### src/rtl/pcnt_pkg.sv
package pcnt_pkg;
  typedef enum logic [1:0] {
    FMT_QUAD = 2'b00,
    FMT_UPDN = 2'b01,
    FMT_PSGN = 2'b10,
    FMT_OFF  = 2'b11
  } pcnt_fmt_e;

  // Command field of one channel (MSB first)
  typedef struct packed {
    logic [1:0] fmt;
    logic       clr;
    logic       en;
  } pcnt_cmd_t;

  // Status field of one channel (MSB first)
  typedef struct packed {
    logic spare;
    logic dir;
    logic done;
    logic active;
  } pcnt_stat_t;

  localparam int FIELD_W = 4;
endpackage

### src/rtl/pcnt_sync.sv
module pcnt_sync #(
  parameter int W      = 2,
  parameter int STAGES = 2
) (
  input  logic         clk,
  input  logic         rst,
  input  logic [W-1:0] d,
  output logic [W-1:0] q
);
  logic [W-1:0] chain [STAGES];

  always_ff @(posedge clk) begin
    if (rst) begin
      for (int i = 0; i < STAGES; i++) chain[i] <= '0;
    end else begin
      chain[0] <= d;
      for (int i = 1; i < STAGES; i++) chain[i] <= chain[i-1];
    end
  end

  assign q = chain[STAGES-1];
endmodule

### src/rtl/pcnt_decode.sv
module pcnt_decode
  import pcnt_pkg::*;
(
  input  logic       clk,
  input  logic       rst,
  input  logic       a,
  input  logic       b,
  input  logic [1:0] fmt,
  output logic       step_up,
  output logic       step_dn
);
  logic       a_q, b_q;
  logic [1:0] pos_old, pos_new, pos_diff;

  always_ff @(posedge clk) begin
    if (rst) begin
      a_q <= 1'b0;
      b_q <= 1'b0;
    end else begin
      a_q <= a;
      b_q <= b;
    end
  end

  // Gray-coded position: 00->0, 10->1, 11->2, 01->3
  assign pos_old  = {b_q, a_q ^ b_q};
  assign pos_new  = {b,   a ^ b};
  assign pos_diff = pos_new - pos_old;

  always_comb begin
    step_up = 1'b0;
    step_dn = 1'b0;
    unique case (pcnt_fmt_e'(fmt))
      FMT_QUAD: begin
        step_up = (pos_diff == 2'd1);
        step_dn = (pos_diff == 2'd3);
      end
      FMT_UPDN: begin
        step_up = a & ~a_q & ~(b & ~b_q);
        step_dn = b & ~b_q & ~(a & ~a_q);
      end
      FMT_PSGN: begin
        step_up = a & ~a_q & ~b;
        step_dn = a & ~a_q & b;
      end
      default: ;
    endcase
  end

  // a two-line jump in quadrature yields no step
  assert_quad_jump_R4: assert property (@(posedge clk) disable iff (rst)
    (fmt == 2'b00 && a != a_q && b != b_q) |-> !(step_up || step_dn));
  assert_one_step_R5: assert property (@(posedge clk) disable iff (rst)
    $onehot0({step_up, step_dn}));
endmodule

### src/rtl/pcnt_channel.sv
module pcnt_channel
  import pcnt_pkg::*;
#(
  parameter int CW = 16
) (
  input  logic          clk,
  input  logic          rst,
  input  pcnt_cmd_t     cmd,
  input  logic          step_up,
  input  logic          step_dn,
  output logic [CW-1:0] count,
  output pcnt_stat_t    stat
);
  logic live;
  assign live = cmd.en & ~cmd.clr;

  always_ff @(posedge clk) begin
    if (rst) begin
      count <= '0;
      stat  <= '0;
    end else begin
      stat.active <= cmd.en;
      stat.done   <= cmd.clr;
      stat.spare  <= 1'b0;
      if (cmd.clr) begin
        count <= '0;
      end else if (live && step_up) begin
        count    <= count + CW'(1);
        stat.dir <= 1'b0;
      end else if (live && step_dn) begin
        count    <= count - CW'(1);
        stat.dir <= 1'b1;
      end
    end
  end

  assert_hold_disabled_R8: assert property (@(posedge clk) disable iff (rst)
    (!cmd.en && !cmd.clr) |=> $stable(count));
  assert_clear_zero_R10: assert property (@(posedge clk) disable iff (rst)
    cmd.clr |=> (count == '0 && stat.done));
  assert_clear_ack_drop_R10: assert property (@(posedge clk) disable iff (rst)
    !cmd.clr |=> !stat.done);
  assert_unit_step_R9: assert property (@(posedge clk) disable iff (rst)
    !cmd.clr |=> (count == $past(count) || count == $past(count) + CW'(1)
                  || count == $past(count) - CW'(1)));
  assert_fmt_off_R7: assert property (@(posedge clk) disable iff (rst)
    (cmd.fmt == 2'b11 && !cmd.clr) |=> $stable(count));
  assert_dir_up_R11: assert property (@(posedge clk) disable iff (rst)
    (live && step_up) |=> !stat.dir);
  assert_active_echo_R2: assert property (@(posedge clk) disable iff (rst)
    cmd.en |=> stat.active);
endmodule

### src/rtl/multi_pulse_counter.sv
module multi_pulse_counter
  import pcnt_pkg::*;
#(
  parameter int NCH         = 4,
  parameter int CW          = 16,
  parameter int SYNC_STAGES = 2
) (
  input  logic                 clk,
  input  logic                 rst,
  input  logic [FIELD_W*NCH-1:0] cmd_word,
  input  logic [NCH-1:0]       line_a,
  input  logic [NCH-1:0]       line_b,
  output logic [FIELD_W*NCH-1:0] status_word,
  output logic [NCH*CW-1:0]    count_flat
);
  genvar k;
  generate
    for (k = 0; k < NCH; k++) begin : g_ch
      logic [1:0]  ab_sync;
      logic        up, dn;
      pcnt_cmd_t   cmd_k;
      pcnt_stat_t  stat_k;

      assign cmd_k = pcnt_cmd_t'(cmd_word[FIELD_W*k +: FIELD_W]);

      pcnt_sync #(.W(2), .STAGES(SYNC_STAGES)) u_sync (
        .clk(clk), .rst(rst),
        .d({line_a[k], line_b[k]}),
        .q(ab_sync)
      );

      pcnt_decode u_dec (
        .clk(clk), .rst(rst),
        .a(ab_sync[1]), .b(ab_sync[0]),
        .fmt(cmd_k.fmt),
        .step_up(up), .step_dn(dn)
      );

      pcnt_channel #(.CW(CW)) u_cnt (
        .clk(clk), .rst(rst),
        .cmd(cmd_k),
        .step_up(up), .step_dn(dn),
        .count(count_flat[CW*k +: CW]),
        .stat(stat_k)
      );

      assign status_word[FIELD_W*k +: FIELD_W] = stat_k;

      assert_spare_low_R2: assert property (@(posedge clk) disable iff (rst)
        !status_word[FIELD_W*k+3]);
    end
  endgenerate
endmodule

### config.mk
export PLATFORM = sky130hd
export DESIGN_NAME = multi_pulse_counter
export DESIGN_NICKNAME = d
export VERILOG_FILES = /design/src/rtl/pcnt_pkg.sv /design/src/rtl/pcnt_sync.sv /design/src/rtl/pcnt_decode.sv /design/src/rtl/pcnt_channel.sv /design/src/rtl/multi_pulse_counter.sv
export SDC_FILE = /design/constraint.sdc
export NUM_CORES = 1
export LEC_CHECK = 0
export BUFFER_PORTS_ARGS = -buffer_cell sky130_fd_sc_hd__clkbuf_2
export CAP_MARGIN = 0
export CORE_ASPECT_RATIO = 1.25
export CORE_UTILIZATION = 48
export DETAILED_ROUTE_END_ITERATION = 7
export PLACE_DENSITY_LB_ADDON = 0.1
export SETUP_SLACK_MARGIN = 0.3
export SKIP_CTS_REPAIR_TIMING = 1
export SLEW_MARGIN = 20
export SYNTH_ARGS = -nofsm -noshare
export SYNTH_HDL_FRONTEND = slang
export SYNTH_SLANG_ARGS = --single-unit
### constraint.sdc
create_clock -name clk -period 3.2 [get_ports clk]
set_clock_uncertainty 0.05 [all_clocks]
set_input_delay 0.48 -clock clk [delete_from_list [all_inputs] [get_ports clk]]
set_output_delay 0.48 -clock clk [all_outputs]
set_load 0.005 [all_outputs]
==> results.md <==
- Outcome: finished, final reports clean
- Initial Util: 0.4930
- I/O pin total: around 110
- Share of layout cells above drive strength 1: 0.3951
- Initial antenna violation count: 0
- Total GRT Usage: 0.2267
- Hold Vio Cnt, Final: 0
- Die ar.: between 10000 and 15000 µm²
- Yosys cell types: between 70 and 80
- Initial DRC Count: a little under 300
- Synth area leaders: dfxtp_1 29%, ha_1 15%, mux2i_1 4.7%, a21oi_1 4.4%, xnor2_1 4.2%
- Maxcap violations: 0
- Syn Area/Cell: 8.679 µm²
- Critical R2R Capture: g_ch[2].u_cnt.count[15]
- RePlAce Congestion: 0.9125
- Vias in the first global route: roughly 5900
- Min-Delay Path Class: in2reg
- Area leader, netlist: dfxtp_1
- Routed length per instance: 15.70 µm
- Final setup violation count: 0
- Fin crit share: 0.9655
- Drt drc: 0
- Synthesized area: 6839 µm²
- Reg2reg path depth: 14
- Worst endpoint required time: between 3 and 4 ns
- RSZ-0062 raised after global routing: yes
- Routed via count: between 6000 and 7000
- Critical Path Max Stage Delay: about 0.36 ns
- Routed Antenna Nets: 0
- # clock sinks: 100
- Slew headroom: 0.2446
- Setup Crit Path Kind: reg2reg
- Met3 wire length: 633 µm
- CTS root buffer: clkbuf_16
- Worst slew pin tran: around 1.1 ns
- Top cell type's share of synthesized area: 0.2927
- Port Buffers: between 100 and 150
- Antenna Cells: 0
- CP Launch Type: flop
- Top_reg_cell synth: dfxtp_1
- DP HPWL: roughly 12000 µm
- Nets: 1080
- WHS: between 0.2 and 0.3 ns
- Pin count of the biggest net entering global routing: 21
- Async S/R FF share, synth: 0
- # rows: 48
- Yosys warning count: 0
- Clock Path Buffers: 2
- CP Capture Type: flop
- Crit-path slowest cell: dfxtp_4
- Critical Path Source: g_ch[2].u_sync.chain[0][2]
- Worst-skew pair later-pin latency: roughly 0.35 ns
- WL final: 18010 µm
- Met2 Wirelength: 9499 µm
- Die span in y: 135.5 µm
- Via/cell ratio: roughly 5.5
- Critical path cell sequence: xnor2_1 -> ha_1 -> nand2b_4 -> nand2b_4 -> a21oi_4 -> inv_6 -> buf_4 -> ha_1 -> and3_1 -> a221o_1 -> a21oi_1 -> a21boi_2 -> o2111ai_1 -> nand3b_1
- Post-synthesis sequential area ratio: 0.2927
- Core area: approximately 14000 µm²
- Max layer used: met4
- Syn Inst Count: around 800
- Pwr per Cell Area: about 320 nW/µm²
- R2r setup slk: between 0.1 and 0.15 ns
- Setup tns final: 0 ns
- Syn-to-layout area delta: 40.67%
- Fillers: 1106
- Reg2Reg Launch Point: g_ch[2].u_sync.chain[0][2]
- Leak: 4.167 nW
- Fin util: 0.6935
- H-tree levels: 3
- Worst IR Drop VDD: approximately 0.00023 V
- Die X: 108.8 µm
- #FFs+latches synth: 100
- Final slew viol count: 0
- Achievable Freq: approximately 0.32 GHz
- Setup WS post-layout: approximately 0.11 ns
- TritonCTS Buffers: 9
- Crit path max fanout: 12
- Worst EP arrival: between 3 and 4 ns
- Final critical-path required period: 3.090 ns
- Tot Pwr: 3.059 mW
- Gr ovfl total: 0
- CTS tree: done
- Place WS: -0.1576 ns
- Clock-pin slew on the worst setup and hold paths: around 0.07 ns
- TritonRoute pass-1 iters: 4
- Critical path destination: g_ch[2].u_cnt.count[15]
- Post-synth EDFFs: 0
- First-pass GRT wire length: ~27000 µm
- WL met1: 7529 µm
-- cell usage in the layout, fill, tap and decap left out, types with 17 or more instances in the layout --
cell and n:
a21oi_2 17, nor2_1 67, nand2_1 61, buf_4 80, clkbuf_2 101, mux2i_1 32
ha_4 35, ha_1 42, a21oi_1 41, nor2b_1 35, dfxtp_1 88, a21o_1 17
inv_1 31, xor2_1 22, xnor2_1 28
-- cells by family after synthesis --
kind of cell	after synthesis	synth area share
flip-flops	100	0.2927
adder cells (fa/ha/maj)	87	0.1636
XOR/XNOR	60	0.07684
multiplexers	33	0.04903
AO/OA/AOI/OAI	190	0.1936
buffers and inverters	66	0.04153
AND/OR/NAND/NOR	251	0.1822
other	1	0.0005483
-- critical path: cells and delay by family, from the launching register on --
kind | cells | cell delay, ns
compound gates | 5 | 0.96
xor+xnor | 1 | 0.13
fa+ha+maj | 2 | 0.59
buf+inv | 2 | 0.29
flops | 1 | 0.36
simple gates | 4 | 0.63
-- layer usage --
layer | vias to the layer above | GRT usage
met5 | - | 0
met4 | 0 | 0.08559
met3 | 29 | 0.03559
met2 | 123 | 0.4089
met1 | 3077 | 0.2653
li1 | 3126 | -
-- synthesized netlist by cell type, types with 6 or more instances --
master and count:
o21ai_0 24, mux2i_1 32, nor3_1 13, clkbuf_1 9
dfxtp_1 100, a21o_1 17, xor2_1 27, nand2_1 64
buf_2 8, xnor2_1 33, and3_1 9, nor2_1 70
o21a_1 12, nand3_1 13, inv_1 38, a31oi_1 11
a21oi_1 60, nor2b_1 40, nand2b_1 12, ha_1 83
o211ai_1 6, a211oi_1 11
-- power by group --
| group | internal (mW) | total (mW) | switching, mW | leakage, nW |
|---|---|---|---|---|
| logic | 0.307 | 0.615 | 0.308 | 3.19 |
| registers | 1.27 | 1.29 | 0.0208 | 0.818 |
| clock network | 0.651 | 1.15 | 0.502 | 0.156 |
-- how the worst min path moves through the flow --
stage	startpoint	to	slack, ns	cells after the start
floorplan	g_ch[2].u_sync.chain[0][0]	g_ch[2].u_sync.chain[0][2]	0.36	1
global placement	g_ch[1].u_sync.chain[0][0]	g_ch[1].u_sync.chain[0][2]	0.38	1
detailed placement	g_ch[0].u_sync.chain[0][1]	g_ch[0].u_sync.chain[0][3]	0.38	1
CTS	line_b[3]	g_ch[3].u_sync.chain[0][0]	0.28	2
global route	line_b[3]	g_ch[3].u_sync.chain[0][0]	0.28	2
finish	line_b[3]	g_ch[3].u_sync.chain[0][0]	0.29	2
-- sequential cells by signal, summed over array words and instances (netlist names) --
| name | flops |
|---|---|
| g_ch.u_dec.a_q | 4 |
| g_ch.u_cnt.count | 64 |
| g_ch.u_cnt.stat | 12 |
| g_ch.u_dec.b_q | 4 |
| g_ch.u_sync.chain | 16 |
-- stage by stage --
step | cells | instance area, µm²
floorplan | 791 | 7271
global placement | 1109 | 8392
detailed placement | 1109 | 8392
CTS | 1125 | 8702
global route | 1147 | 9620
finish | 1147 | 9620
-- area by class of cell --
| type | count | area [µm²] | share of cell area |
|---|---|---|---|
| flip-flops and latches | 100 | 2022 | 0.2102 |
| clock inverters | 5 | 57.56 | 0.005983 |
| multi-input cells | 626 | 5640 | 0.5863 |
| well taps | 175 | 219.0 | 0.02276 |
| clock buffers | 11 | 252.7 | 0.02627 |
| inverters | 39 | 188.9 | 0.01964 |
| repair buffers | 191 | 1240 | 0.1289 |
Note: power is estimated with default switching activity, not from simulation.
